`src/rtl/gidc_pkg.sv`:
```
package gidc_pkg;
    localparam int NPINS  = 32;
    localparam int BANK_W = 16;
    localparam int NBANKS = NPINS / BANK_W;
    localparam int ID_W   = $clog2(NPINS);
    localparam int BIDX_W = $clog2(BANK_W);
    localparam int AW     = 6;
    localparam int DW     = BANK_W;

    // word base addresses (low bank); high bank sits at base + 2
    localparam logic [AW-1:0] A_PEND = 6'h08;
    localparam logic [AW-1:0] A_EN   = 6'h0C;
    localparam logic [AW-1:0] A_MODE = 6'h10;
    localparam logic [AW-1:0] A_POL  = 6'h14;
    localparam logic [AW-1:0] A_HOLD = 6'h18;
    localparam logic [AW-1:0] A_FSEL = 6'h20;
    localparam logic [AW-1:0] A_RSEL = 6'h24;

    typedef struct packed {
        logic [NPINS-1:0] en;
        logic [NPINS-1:0] mode;
        logic [NPINS-1:0] pol;
        logic [NPINS-1:0] hold;
        logic [NPINS-1:0] fsel;
        logic [NPINS-1:0] rsel;
    } cfg_t;
endpackage

```
`src/rtl/gidc_sync.sv`:
```
module gidc_sync #(
    parameter int W = 32
) (
    input  logic         clk_i,
    input  logic         rst_ni,
    input  logic [W-1:0] d_i,
    output logic [W-1:0] cur_o,
    output logic [W-1:0] prev_o
);
    typedef struct packed {
        logic [W-1:0] s1;
        logic [W-1:0] s2;
        logic [W-1:0] old;
    } sync_t;

    sync_t sy_d, sy_q;

    always_comb begin
        sy_d.s1  = d_i;
        sy_d.s2  = sy_q.s1;
        sy_d.old = sy_q.s2;
    end

    always_ff @(posedge clk_i or negedge rst_ni) begin
        if (!rst_ni) sy_q <= '0;
        else         sy_q <= sy_d;
    end

    assign cur_o  = sy_q.s2;
    assign prev_o = sy_q.old;
endmodule

```
`src/rtl/gidc_detect.sv`:
```
module gidc_detect #(
    parameter int W = 32
) (
    input  logic         clk_i,
    input  logic         rst_ni,
    input  logic [W-1:0] cur_i,
    input  logic [W-1:0] prev_i,
    input  logic [W-1:0] mode_i,
    input  logic [W-1:0] pol_i,
    input  logic [W-1:0] hold_i,
    input  logic [W-1:0] fsel_i,
    input  logic [W-1:0] rsel_i,
    input  logic [W-1:0] clr_i,
    output logic [W-1:0] pend_o
);
    logic [W-1:0] pend_d, pend_q;
    logic [W-1:0] evt;

    always_comb begin
        evt    = mode_i & ((cur_i & ~prev_i & rsel_i) | (~cur_i & prev_i & fsel_i));
        pend_d = (mode_i &  hold_i & ((pend_q & ~clr_i) | evt))
               | (mode_i & ~hold_i & evt)
               | (~mode_i & ~(cur_i ^ pol_i));
    end

    always_ff @(posedge clk_i or negedge rst_ni) begin
        if (!rst_ni) pend_q <= '0;
        else         pend_q <= pend_d;
    end

    assign pend_o = pend_q;

    // a held flag not written with 1 stays set
    p_hold_sticky_r6: assert property (@(posedge clk_i) disable iff (!rst_ni)
        1'b1 |=> (($past(pend_q & mode_i & hold_i & ~clr_i) & ~pend_q) == '0));

    // a selected edge on a held pin sets the flag even under a clear
    p_set_wins_r8: assert property (@(posedge clk_i) disable iff (!rst_ni)
        1'b1 |=> (($past(mode_i & hold_i &
                  ((cur_i & ~prev_i & rsel_i) | (~cur_i & prev_i & fsel_i))) & ~pend_q) == '0));

    // level pins follow the synchronised pin compared with polarity
    p_level_follow_r4: assert property (@(posedge clk_i) disable iff (!rst_ni)
        1'b1 |=> (($past(~mode_i) & (pend_q ^ $past(~(cur_i ^ pol_i)))) == '0));
endmodule

```
`src/rtl/gidc_prio.sv`:
```
module gidc_prio #(
    parameter int W  = 16,
    parameter int IW = $clog2(W)
) (
    input  logic          clk_i,
    input  logic          rst_ni,
    input  logic [W-1:0]  req_i,
    output logic          hit_o,
    output logic [IW-1:0] idx_o
);
    always_comb begin
        hit_o = |req_i;
        idx_o = '0;
        for (int i = W - 1; i >= 0; i--) begin
            if (req_i[i]) idx_o = IW'(i);
        end
    end

    // the reported index points at a requesting bit, else is zero
    p_idx_hits_r10: assert property (@(posedge clk_i) disable iff (!rst_ni)
        hit_o |-> req_i[idx_o]);
    p_idx_idle_r10: assert property (@(posedge clk_i) disable iff (!rst_ni)
        !hit_o |-> (idx_o == '0));
endmodule

```
`src/rtl/gpio_irq_detect.sv`:
```
module gpio_irq_detect
    import gidc_pkg::*;
(
    input  logic                clk_i,
    input  logic                rst_ni,
    input  logic [NPINS-1:0]    pin_i,
    input  logic                bus_we_i,
    input  logic [AW-1:0]       bus_addr_i,
    input  logic [DW-1:0]       bus_wdata_i,
    output logic [DW-1:0]       bus_rdata_o,
    output logic                irq_o,
    output logic [ID_W-1:0]     irq_id_o
);
    cfg_t             cfg_d, cfg_q;
    logic [NPINS-1:0] clr;
    logic [NPINS-1:0] cur, prev, pend, act;
    logic [AW-1:0]    base;
    logic             bank;
    logic [NBANKS-1:0] b_hit;
    logic [BIDX_W-1:0] b_idx [NBANKS];

    function automatic logic [NPINS-1:0] put_word(logic [NPINS-1:0] v, logic b,
                                                  logic [DW-1:0] w);
        logic [NPINS-1:0] m;
        m = {{(NPINS-DW){1'b0}}, {DW{1'b1}}} << (b ? BANK_W : 0);
        return (v & ~m) | ((NPINS'(w)) << (b ? BANK_W : 0));
    endfunction

    function automatic logic [DW-1:0] get_word(logic [NPINS-1:0] v, logic b);
        return DW'(v >> (b ? BANK_W : 0));
    endfunction

    assign base = {bus_addr_i[AW-1:2], 2'b00};
    assign bank = bus_addr_i[1];

    // next-state of the configuration words and the clear strobe
    always_comb begin
        cfg_d = cfg_q;
        clr   = '0;
        if (bus_we_i) begin
            unique case (base)
                A_PEND:  clr        = put_word('0, bank, bus_wdata_i);
                A_EN:    cfg_d.en   = put_word(cfg_q.en,   bank, bus_wdata_i);
                A_MODE:  cfg_d.mode = put_word(cfg_q.mode, bank, bus_wdata_i);
                A_POL:   cfg_d.pol  = put_word(cfg_q.pol,  bank, bus_wdata_i);
                A_HOLD:  cfg_d.hold = put_word(cfg_q.hold, bank, bus_wdata_i);
                A_FSEL:  cfg_d.fsel = put_word(cfg_q.fsel, bank, bus_wdata_i);
                A_RSEL:  cfg_d.rsel = put_word(cfg_q.rsel, bank, bus_wdata_i);
                default: ;
            endcase
        end
    end

    always_ff @(posedge clk_i or negedge rst_ni) begin
        if (!rst_ni) cfg_q <= '0;
        else         cfg_q <= cfg_d;
    end

    always_comb begin
        unique case (base)
            A_PEND:  bus_rdata_o = get_word(pend,       bank);
            A_EN:    bus_rdata_o = get_word(cfg_q.en,   bank);
            A_MODE:  bus_rdata_o = get_word(cfg_q.mode, bank);
            A_POL:   bus_rdata_o = get_word(cfg_q.pol,  bank);
            A_HOLD:  bus_rdata_o = get_word(cfg_q.hold, bank);
            A_FSEL:  bus_rdata_o = get_word(cfg_q.fsel, bank);
            A_RSEL:  bus_rdata_o = get_word(cfg_q.rsel, bank);
            default: bus_rdata_o = '0;
        endcase
    end

    gidc_sync #(.W(NPINS)) u_sync (
        .clk_i  (clk_i),
        .rst_ni (rst_ni),
        .d_i    (pin_i),
        .cur_o  (cur),
        .prev_o (prev)
    );

    gidc_detect #(.W(NPINS)) u_detect (
        .clk_i  (clk_i),
        .rst_ni (rst_ni),
        .cur_i  (cur),
        .prev_i (prev),
        .mode_i (cfg_q.mode),
        .pol_i  (cfg_q.pol),
        .hold_i (cfg_q.hold),
        .fsel_i (cfg_q.fsel),
        .rsel_i (cfg_q.rsel),
        .clr_i  (clr),
        .pend_o (pend)
    );

    assign act = pend & cfg_q.en;

    for (genvar b = 0; b < NBANKS; b++) begin : g_bank
        gidc_prio #(.W(BANK_W), .IW(BIDX_W)) u_prio (
            .clk_i  (clk_i),
            .rst_ni (rst_ni),
            .req_i  (act[b*BANK_W +: BANK_W]),
            .hit_o  (b_hit[b]),
            .idx_o  (b_idx[b])
        );
    end

    // lower bank number overrides higher
    always_comb begin
        irq_o    = |b_hit;
        irq_id_o = '0;
        for (int b = NBANKS - 1; b >= 0; b--) begin
            if (b_hit[b]) irq_id_o = ID_W'(b * BANK_W) + ID_W'(b_idx[b]);
        end
    end

    // nothing enabled means no request
    p_masked_quiet_r9: assert property (@(posedge clk_i) disable iff (!rst_ni)
        (cfg_q.en == '0) |-> !irq_o);

    // any low-bank request keeps the winner in the low bank
    p_low_bank_wins_r10: assert property (@(posedge clk_i) disable iff (!rst_ni)
        (act[BANK_W-1:0] != '0) |-> (irq_o && irq_id_o < ID_W'(BANK_W)));
endmodule

```
`config.mk`:
```
export PLATFORM = sky130hd
export DESIGN_NAME = gpio_irq_detect
export DESIGN_NICKNAME = d
export VERILOG_FILES = /design/src/rtl/gidc_pkg.sv /design/src/rtl/gidc_sync.sv /design/src/rtl/gidc_detect.sv /design/src/rtl/gidc_prio.sv /design/src/rtl/gpio_irq_detect.sv
export SDC_FILE = /design/constraint.sdc
export NUM_CORES = 1
export LEC_CHECK = 0
export ABC_AREA = 1
export BUFFER_PORTS_ARGS = -buffer_cell sky130_fd_sc_hd__buf_4
export CORE_MARGIN = 2
export CORE_UTILIZATION = 30
export CTS_CLUSTER_DIAMETER = 50
export DETAILED_ROUTE_END_ITERATION = 16
export MAX_ROUTING_LAYER = met4
export SYNTH_ARGS = -nofsm -noshare
export SYNTH_HDL_FRONTEND = slang
export SYNTH_HIERARCHICAL = 1
export SYNTH_SLANG_ARGS = --single-unit
```
`constraint.sdc`:
```
create_clock -name clk_i -period 2.3 [get_ports clk_i]
set_input_delay 0.115 -clock clk_i [delete_from_list [all_inputs] [get_ports clk_i]]
set_output_delay 0.115 -clock clk_i [all_outputs]
set_load 0.005 [all_outputs]
```
==> out/results.ini, run 1 <==
[outcome]
status = finished, violations left
violations = negative setup slack

[sta]
finalSetupViolCount = 6
drv_slew = 0
fmax_mhz = 412.5
slew_headroom = 0.5586
worst-slew-pin-transition_ns = 0.6621
final.setup_skew_ns = 0.01190
holdWs_ns = 0.08602
rsz0062_at_grt = yes
min_period_ns = 2.424
final.setup.worst_slack_ns = -0.1240
min_period_over_period = 1.054
hold_viol_final = 0

[worst_setup_path]
worstPathRequired_ns = 2.18
slowest_stage = dfrtp_1
crit_fanout = 5
reg2reg_to = u_detect/pend_o[30]
worstPathArrival_ns = 2.31
cp-start-kind = register
crit_start = u_detect/pend_o[29]
r2r_cells = 6
max_stage_delay_ns = 0.41
crit_type = reg -> out
crit_top_cell = buf_4
path_cells = nand2_2, inv_2, buf_4, buf_4, nor4_1, buf_4, nand2_4, inv_2, nor2_4, a22o_1, buf_4
ff2ff_setup_slack_ns = 1.28
r2r-start = u_detect/pend_o[30]
cp-end-kind = output port

[global_route]
grt_pass1_vias = 12557
grt_pass1_wl_um = 68900
grt_max_degree = 72
use_met2 = 0.2564
overflow = 0
grt_use_met1 = 0.2352
grtUsageTotal = 0.1716
busiest_layer = met2
grt_util_met3 = 0.03363
antenna_found_initial = 3

[clocking]
cts_buffers = 36
clkTransAtPathRegs_ns = 0.06
cts.path.max_buffers = 3
cts.sinks = 320
h-tree-depth = 2
root_buffer = clkbuf_16
clk_latency_ns = 0.52
tritoncts = yes

[yosys]
synth_top_area_cell = dfrtp_1
syn_avg_cell_area_um2 = 7.683
ys_async_sr_fraction = 1.000
netlist_top_cells_count = nand2_1 (650), dfrtp_1 (320), inv_1 (208), o21ai_0 (197), nand3_1 (192)
syn_area_um2 = 15060
syn_nets = 2017
yosysUniqueCellTypes = 23
synth_ff_type = dfrtp_1
ys_warn_count = 6
synth.most_common_cell = nand2_1
ys_seq_area_frac = 0.5317
synth-seq-cells = 320
synth_top_area_share = 0.5317
synth-edff-count = 0
synthTopCellsByArea = dfrtp_1 (53%), nand2_1 (16%), o21ai_0 (6.5%)
netlist_instances = 1960

[floorplan]
coreArea_um2 = 49860
die_w_um = 228.1
dieHeight_um = 228.1
start_util = 0.3020
num_rows = 82
ioPinCount = 79
die-area_um2 = 52010

[power]
peakVddDrop_v = 0.0004241
power.density_nw_per_um2 = 883.7
finalPower_mw = 15.99
p_leak_nw = 9.050

[detailed_routing]
wl_per_cell_um = 15.72
drtIter0Drc = 1137
drtPass1Iterations = 5
wl_um = 43340
routed-via-count = 12776
antenna_left = 0
drc_errors = 0
drt-vias-per-instance = 4.636

[layout]
stdcell_area_um2 = 18100
final_net_count = 2113
syn_to_final_growth_pct = 20.17
drive_gt1_frac = 0.1182
fillers = 5261
fin_util = 0.3629

[place]
post-dp-hpwl_um = 28390
placed_area_um2 = 16410
io_buffers = 77
gp_congestion = 0.8578
pre_cts_slack_ns = 0.1741

[hold_path]
holdCritStartpoint = bus_wdata_i[6]
min_path_cells = 3
hp-class = in -> reg

[job]
maxCapViolations = 0

-- layout by cell type (no fill, tap or decap), types with 3 or more instances in the layout --
cell,count
a21oi_1,19
a22o_1,4
buf_12,6
buf_4,133
bufinv_16,3
clkbuf_1,5
clkbuf_16,37
clkbuf_8,6
clkinv_2,7
clkinvlp_4,5
dfrtp_1,320
diode_2,3
dlygate4sd3_1,33
inv_1,204
inv_2,20
nand2_1,640
nand2_2,8
nand3_1,190
nor2_1,146
nor2_2,4
nor3_1,38
nor3b_1,32
o21ai_0,197
-- worst max-delay path, delay by kind of cell (launching register included) --
family                 cells  cell delay (ns)
flip-flops                 1             0.41
AND/OR/NAND/NOR            4             0.48
buffers and inverters      6             0.71
AO/OA/AOI/OAI              1             0.19
-- worst max path at each step --
stage,endpoint,slack [ns],depth (start not counted)
CTS,irq_id_o[1],-0.08,10
global placement,irq_id_o[0],0.31,9
floorplan,irq_id_o[0],0.57,7
global route,irq_id_o[0],-0.30,19
finish,irq_id_o[1],-0.12,11
detailed placement,irq_id_o[1],0.17,9
-- report_power, final --
part | internal (mW) | switching, mW | leakage (nW)
Sequential | 6.51 | 0.758 | 3.99
Combinational | 1.24 | 1.69 | 4.49
Clock | 3.48 | 2.33 | 0.576
Total | 11.2 | 4.78 | 9.05
-- final cells by class --
| class | count | area (um^2) | area share |
|---|---|---|---|
| sequential | 320 | 8008 | 0.4425 |
| multi-input combinational | 1299 | 5724 | 0.3163 |
| timing repair buffer | 175 | 1486 | 0.08214 |
| clock buffer | 48 | 1027 | 0.05676 |
| inverter | 224 | 840.8 | 0.04646 |
| tap | 672 | 840.8 | 0.04646 |
| clock inverter | 15 | 162.7 | 0.008988 |
| antenna | 3 | 7.507 | 0.0004148 |
-- kinds of logic (layout without fill, tap and decap cells) --
group / after synthesis / after routing / synth area share
flip-flops: 320 / 320 / 0.5317
AO/OA/AOI/OAI: 225 / 225 / 0.07627
other: 0 / 3 / 0
AND/OR/NAND/NOR: 1074 / 1074 / 0.2975
buffers and inverters: 341 / 462 / 0.09447
-- routing by layer --
metal,vias up,wire (um)
li1,6302,-
met1,6039,20390
met2,365,18920
met3,70,2967
met4,0,1056
met5,-,0
-- through the flow --
step | cells | TNS [ns]
after floorplan | 1960 | 0
after global placement | 2647 | 0
after detailed placement | 2647 | 0
after CTS | 2750 | -0.3121
after global routing | 2756 | -1.580
final | 2756 | -0.5659
-- repair_timing --
action | in CTS | in global routing
gates resized for setup | 19 | 7
endpoints found under the setup margin | 6 | 6
hold endpoints to repair | 94 | 0
pin swaps | 10 | 13
buffers inserted | 7 | 3
hold buffers | 33 | 0
Note: power is estimated with default switching activity, not from simulation.
==> inputs of run 2 (changes only) <==
BUFFER_PORTS_ARGS = -buffer_cell sky130_fd_sc_hd__buf_2   (was -buffer_cell sky130_fd_sc_hd__buf_4)
==> run 2 against run 1 <==
Compared with the run above:
- the flow still finishes with violations (negative setup slack)
- register-to-register slack improved by 0.05 ns
- via count increased by 0.65%
- worst hold slack about the same
- utilization decreased by 0.36 points
- count of clock-buffer cells in the layout decreased by 1
- power decreased by 2.4%
- first-iteration DRC count increased by 11%
- clock power decreased by 6.9%
- critical path type unchanged
- largest power group unchanged
==> out/results.ini, run 2 (same netlist as run 1, synthesis figures left out) <==
[outcome]
status = finished, violations left  ; unchanged
violations = negative setup slack  ; unchanged

[job]
maxCapViolations = 0  ; unchanged

[detailed_routing]
drt-vias-per-instance = 4.676  ; was 4.636
wl_per_cell_um = 15.88  ; was 15.72 um
wl_um = 43670  ; was 43340 um
antenna_left = 0  ; unchanged
drtPass1Iterations = 5  ; unchanged
routed-via-count = 12859  ; was 12776
drtIter0Drc = 1258  ; was 1137
drc_errors = 0  ; unchanged

[layout]
fin_util = 0.3593  ; was 0.3629
final_cells = 2750  ; was 2756
final_cell_mix = nand2_1 (645), dfrtp_1 (320), inv_1 (200), o21ai_0 (197), nand3_1 (187)  ; was nand2_1 (640), dfrtp_1 (320), inv_1 (204), o21ai_0 (197), nand3_1 (190)
final_net_count = 2115  ; was 2113
layout_commonest_cell = nand2_1  ; unchanged
drive_gt1_frac = 0.1218  ; was 0.1182
fillers = 5198  ; was 5261
syn_to_final_growth_pct = 18.97  ; was 20.17%

[sta]
min_period_over_period = 1.044  ; was 1.054
rsz0062_at_grt = yes  ; unchanged
min_period_ns = 2.401  ; was 2.424 ns
final.setup.worst_slack_ns = -0.1009  ; was -0.1240 ns
holdWs_ns = 0.08639  ; was 0.08602 ns
worst-slew-pin-transition_ns = 0.5864  ; was 0.6621 ns
final.setup_skew_ns = 0.01800  ; was 0.01190 ns
slew_headroom = 0.6091  ; was 0.5586
hold_viol_final = 0  ; unchanged
finalSetupViolCount = 4  ; was 6
fmax_mhz = 416.5  ; was 412.5 MHz
drv_slew = 0  ; unchanged

[power]
p_sw_frac = 0.3071  ; was 0.2987
switchingPower_mw = 4.796  ; was 4.777 mW
power_frac_comb = 0.189  ; was 0.183
p_leak_nw = 8.985  ; was 9.050 nW
cellInternalPower_mw = 10.82  ; was 11.22 mW
clock_power_share = 0.346  ; was 0.363
power.density_nw_per_um2 = 871.6  ; was 883.7 nW/um^2
peakVddDrop_v = 0.0004188  ; was 0.0004241 V
power_frac_seq = 0.465  ; was 0.454

[floorplan]
coreArea_um2 = 49860  ; unchanged
start_util = 0.3020  ; unchanged
die-area_um2 = 52010  ; unchanged
ioPinCount = 79  ; unchanged
dieHeight_um = 228.1  ; unchanged
num_rows = 82  ; unchanged
die_w_um = 228.1  ; unchanged

[worst_setup_path]
crit_top_cell = nor2_1  ; was buf_4
path_cells = nand2_1, inv_1, inv_2, nand4_1, a21oi_1, nor2_1, nor2_1, a22o_1, buf_2  ; was nand2_2, inv_2, buf_4, buf_4, nor4_1, buf_4, nand2_4, inv_2, nor2_4, a22o_1, buf_4
worstPathArrival_ns = 2.29  ; was 2.31 ns
worstPathRequired_ns = 2.18  ; about the same
crit_fanout = 3  ; was 5
max_stage_delay_ns = 0.42  ; was 0.41 ns
r2r_cells = 3  ; was 6
cp-end-kind = output port  ; unchanged
crit_type = reg -> out  ; unchanged
cp-start-kind = register  ; unchanged
slowest_stage = a21oi_1  ; was dfrtp_1

[clocking]
cts.sinks = 320  ; unchanged
clk_latency_ns = 0.54  ; was 0.52 ns
cts_buffers = 37  ; was 36
cts.path.max_buffers = 3  ; unchanged
root_buffer = clkbuf_16  ; unchanged
tritoncts = yes  ; unchanged
clkTransAtPathRegs_ns = 0.06  ; about the same
h-tree-depth = 2  ; unchanged

[global_route]
overflow = 0  ; unchanged
grtUsageTotal = 0.1740  ; was 0.1716
grt_max_degree = 67  ; was 72
grt_pass1_vias = 12406  ; was 12557
antenna_found_initial = 1  ; was 3
grt_pass1_wl_um = 69270  ; was 68900 um

[hold_path]
hp-class = in -> reg  ; unchanged
min_path_cells = 3  ; unchanged

[place]
io_buffers = 77  ; unchanged
placedCellCount = 2644  ; was 2647
gp_congestion = 0.8712  ; was 0.8578
post-dp-hpwl_um = 28400  ; was 28390 um

[run 2: cell types whose count changed in the layout (fill, tap and decap cells not counted), sizes merged]
cell | before | now
bufinv | 3 | 0
clkinvlp | 5 | 2
diode | 3 | 1
inv | 224 | 226
buf | 142 | 143
clkbuf | 48 | 47
[run 2: per-stage QoR]
step / setup TNS (ns) / setup slack (ns) / power (mW) / area (um^2)
2_1_floorplan: 0 / 0.5667 / 8.877 / 15060
3_3_place_gp: 0 / 0.2927 / 9.858 / 16250
3_5_place_dp: 0 / 0.2111 / 9.950 / 16250
4_1_cts: -0.3421 / -0.07558 / 15.56 / 17740
5_1_grt: -0.8803 / -0.2403 / 16.54 / 17920
6_report: -0.2492 / -0.1009 / 15.62 / 17920
[run 2: area by class of cell]
class | count | area [um^2] | area share
flip-flops and latches | 320 | 8008 | 0.4470
diodes | 1 | 2.502 | 0.0001397
inverters | 224 | 840.8 | 0.04693
clock inverters | 11 | 71.32 | 0.003981
repair buffers | 176 | 1353 | 0.07549
clock buffers | 47 | 1013 | 0.05657
multi-input cells | 1299 | 5787 | 0.3230
well taps | 672 | 840.8 | 0.04693
[run 2: routing by layer]
metal / track usage / routed length, um
met5: - / 0
met4: 0.04902 / 1097
met3: 0.02738 / 3367
met2: 0.2597 / 18800
met1: 0.2446 / 20400
[run 2: what timing repair did]
item | 4_1_cts | 5_1_grt
setup buffers | 5 | 9
resized for setup | 12 | 28
pin swaps | 5 | 16
endpoints found under the hold margin | 92 | 0
setup endpoints to repair | 6 | 6
hold buffers | 33 | 0
[run 2: final timing paths]
path / startpoint / end / slack (ns)
min in group asynchronous: rst_ni / asynchronous set/reset pin / 0.16
max in group asynchronous: rst_ni / asynchronous set/reset pin / 1.39
setup reg to reg: u_sync/cur_o[23] / u_detect/pend_o[23] / 1.33
hold reg to reg: u_sync/sy_d[48] / u_sync/cur_o[16] / 0.35
hold / removal: bus_wdata_i[14] / register / 0.09
setup / recovery: u_detect/pend_o[24] / irq_id_o[2] / -0.10
[run 2: critical path, delay by kind of cell, from the launching register on]
family,cells,cell delay (ns)
flops,1,0.41
compound gates,2,0.59
simple gates,4,0.52
buf+inv,3,0.24
[run 2: power by group through the flow]
stage | Sequential, mW | Combinational (mW) | Clock, mW
finish | 7.26 | 2.95 | 5.41
CTS | 7.25 | 2.76 | 5.55
detailed placement | 7.35 | 2.61 | 0
global placement | 7.31 | 2.55 | 0
global route | 7.39 | 3.36 | 5.78
floorplan | 7.12 | 1.76 | 0
==> inputs of run 3 (changes only) <==
ABC_AREA = unset   (was 1)
CTS_CLUSTER_DIAMETER = 30   (was 50)
==> run 3 against run 2 <==
Compared with the run above:
- the run still ends with negative setup slack left
- first-iteration DRC count is 23% lower
- global-route usage increased by 0.95 points
- register-to-register slack worse by 0.10 ns
- area after synthesis up 0.93%
- clock power is 110% higher
- worst setup slack worse by 0.19 ns
- power is 44% higher
- non-clock buffer count grew 55
- largest power group is now the clock network
- highest routed layer unchanged
==> out/results.ini, run 3 <==
[floorplan]
dieHeight_um = 229.1  ; was 228.1 um
start_util = 0.3036  ; was 0.3020
die_w_um = 229.1  ; was 228.1 um
die-area_um2 = 52480  ; was 52010 um^2
coreArea_um2 = 50070  ; was 49860 um^2
num_rows = 82  ; unchanged
ioPinCount = 79  ; unchanged

[worst_setup_path]
critical-path-top-delay-family = simple AND/OR/NAND/NOR gates  ; was compound AO/OA/AOI/OAI gates
ff2ff_setup_slack_ns = 1.23  ; was 1.33 ns
slowest_stage = dfrtp_1  ; was a21oi_1
worstPathArrival_ns = 2.48  ; was 2.29 ns
max_stage_delay_ns = 0.40  ; was 0.42 ns
critPathBufInv = 2  ; was 3
cp-start-kind = register  ; unchanged
crit_type = reg -> out  ; unchanged
reg2reg_to = u_detect/pend_o[30]  ; was u_detect/pend_o[23]
cp-end-kind = output port  ; unchanged
worstPathRequired_ns = 2.18  ; about the same
crit_fanout = 5  ; was 3
r2r_cells = 3  ; unchanged
path_cells = and2_4, nor4_4, nand3_1, or3_4, buf_6, a22o_1, buf_2  ; was nand2_1, inv_1, inv_2, nand4_1, a21oi_1, nor2_1, nor2_1, a22o_1, buf_2

[yosys]
netlist_instances = 1239  ; was 1960
syn_area_um2 = 15200  ; was 15060 um^2
synth_top_area_share = 0.5268  ; was 0.5317
netlist_top_cells_count = dfrtp_1 (320), mux2_2 (182), nand2_1 (75), nand3b_1 (63), and2_1 (48)  ; was nand2_1 (650), dfrtp_1 (320), inv_1 (208), o21ai_0 (197), nand3_1 (192)
synth_top_area_cell = dfrtp_1  ; unchanged
synthMuxAreaShare = 0.1616  ; was 0
synth-seq-cells = 320  ; unchanged
synthTopCellsByArea = dfrtp_1 (53%), mux2_2 (13%), nand3b_1 (3.1%)  ; was dfrtp_1 (53%), nand2_1 (16%), o21ai_0 (6.5%)
ys_seq_area_frac = 0.5268  ; was 0.5317
synth-xor-area-share = 0.01844  ; was 0
ys_async_sr_fraction = 1.000  ; unchanged
syn_nets = 1296  ; was 2017
ys_warn_count = 6  ; unchanged
synthSimpleGateAreaFrac = 0.1269  ; was 0.2975
synth.most_common_cell = dfrtp_1  ; was nand2_1
synth_ff_type = dfrtp_1  ; unchanged
syn_avg_cell_area_um2 = 12.27  ; was 7.683 um^2
synthAdderAreaFrac = 0  ; unchanged
yosysUniqueCellTypes = 75  ; was 23
synth_compound_area_frac = 0.1203  ; was 0.07627
synth_top_family_by_area = multiplexers  ; was simple AND/OR/NAND/NOR gates
synth-edff-count = 0  ; unchanged

[detailed_routing]
wl_um = 46640  ; was 43670 um
drtPass1Iterations = 6  ; was 5
drc_errors = 0  ; unchanged
drt-vias-per-instance = 5.224  ; was 4.676
antenna_left = 0  ; unchanged
wl_per_cell_um = 21.35  ; was 15.88 um
routed-via-count = 11409  ; was 12859
drtIter0Drc = 965  ; was 1258

[sta]
final.setup.worst_slack_ns = -0.2926  ; was -0.1009 ns
slew_headroom = 0.5224  ; was 0.6091
min_period_over_period = 1.127  ; was 1.044
finalSetupViolCount = 6  ; was 4
min_period_ns = 2.593  ; was 2.401 ns
rsz0062_at_grt = yes  ; unchanged
tns_ns = -1.483  ; was -0.2492 ns
drv_slew = 0  ; unchanged
final.setup_skew_ns = 0.01286  ; was 0.01800 ns
hold_viol_final = 0  ; unchanged
fmax_mhz = 385.7  ; was 416.5 MHz
worst-slew-pin-transition_ns = 0.7105  ; was 0.5864 ns

[global_route]
grtUsageTotal = 0.1835  ; was 0.1740
grt_pass1_vias = 11980  ; was 12406
overflow = 0  ; unchanged
antenna_found_initial = 3  ; was 1
grt_pass1_wl_um = 71380  ; was 69270 um
grt_max_degree = 69  ; was 67

[outcome]
status = finished, violations left  ; unchanged
violations = negative setup slack  ; unchanged

[layout]
fin_util = 0.4038  ; was 0.3593
layout_commonest_cell = dfrtp_1  ; was nand2_1
drive_gt1_frac = 0.3625  ; was 0.1218
syn_to_final_growth_pct = 33.03  ; was 18.97%
stdcell_area_um2 = 20220  ; was 17920 um^2
final_cell_mix = dfrtp_1 (320), mux2_2 (180), buf_4 (89), clkbuf_16 (79), nand2_1 (75)  ; was nand2_1 (645), dfrtp_1 (320), inv_1 (200), o21ai_0 (197), nand3_1 (187)
final_cells = 2184  ; was 2750
final_net_count = 1505  ; was 2115

[power]
peakVddDrop_v = 0.0005774  ; was 0.0004188 V
p_leak_nw = 8.750  ; was 8.985 nW
power.density_nw_per_um2 = 1114  ; was 871.6 nW/um^2

[clocking]
cts.sinks = 320  ; unchanged
root_buffer = clkbuf_16  ; unchanged
cts_buffers = 78  ; was 37
clkTransAtPathRegs_ns = 0.04  ; was 0.06 ns
cts.path.max_buffers = 3  ; unchanged
h-tree-depth = 3  ; was 2
clk_latency_ns = 0.60  ; was 0.54 ns
tritoncts = yes  ; unchanged

[place]
post-dp-hpwl_um = 31620  ; was 28400 um
placedCellCount = 1973  ; was 2644
pre_cts_slack_ns = 0.08669  ; was 0.2111 ns
placed_area_um2 = 16620  ; was 16250 um^2
io_buffers = 77  ; unchanged
gp_congestion = 0.9073  ; was 0.8712

[hold_path]
min_path_cells = 2  ; was 3
hp-class = in -> reg  ; unchanged
holdCritStartpoint = bus_wdata_i[4]  ; was bus_wdata_i[14]

[job]
maxCapViolations = 0  ; unchanged

==> run 3: cell types whose count changed after synthesis, sizes merged, moves of 49 or more <==
cell | previous run | this run
inv | 224 | 10
nand2 | 650 | 78
nor2 | 152 | 45
and2 | 0 | 49
nand3b | 0 | 63
mux2 | 0 | 203
nand3 | 192 | 10
o21ai | 199 | 23
==> run 3: layout make-up <==
type	instances	area, um^2
flip-flops and latches	320	8008
multi-input cells	807	6640
well taps	672	840.8
fillers	4804	29850
clock inverters	35	598.1
repair buffers	231	1879
clock buffers	106	2208
diodes	3	7.507
inverters	10	37.54
==> run 3: cell families (layout without fill, tap and decap cells) <==
kind of cell	count (synthesis)	count (layout)
XOR/XNOR	32	32
AO/OA/AOI/OAI	237	237
buffers and inverters	112	382
other	0	3
AND/OR/NAND/NOR	318	318
multiplexers	220	220
flip-flops	320	320
==> run 3: metrics by stage <==
stage | power, mW | hold WS (ns)
finish | 22.52 | 0.05080
global placement | 10.43 | 0.1074
detailed placement | 10.53 | 0.1092
global route | 23.45 | 0.03323
CTS | 22.63 | 0.01198
floorplan | 9.277 | -0.1806
==> run 3: worst max-delay path by stage <==
stage	from	endpoint	slack, ns	depth (start not counted)
2_1_floorplan	register	irq_id_o[0]	0.44	6
3_3_place_gp	bus_addr_i[5]	bus_rdata_o[14]	0.04	9
3_5_place_dp	bus_addr_i[3]	bus_rdata_o[14]	0.09	9
4_1_cts	u_detect/pend_o[21]	irq_id_o[0]	-0.35	7
5_1_grt	register	irq_id_o[2]	-0.41	7
6_report	u_detect/pend_o[5]	irq_id_o[2]	-0.29	7
==> run 3: repair_timing <==
action                                 4_1_cts  5_1_grt
gates resized for setup                     29       13
hold buffers                                48        0
pin swaps                                   13        7
setup buffers                               16        4
cloned                                       0        0
setup endpoints to repair                   13       15
endpoints found under the hold margin      478        0
==> run 3: report_power, final <==
part	internal (mW)	total, mW	switching [mW]
Clock	8.25	11.6	3.36
Sequential	6.60	7.44	0.836
Combinational	1.82	3.46	1.64
Total	16.7	22.5	5.84
==> run 3: routing by layer <==
layer,track usage,share of wire
met2,0.2823,0.47
met3,0.04183,0.072
met4,0.08787,0.044
met1,0.2284,0.41
met5,-,0
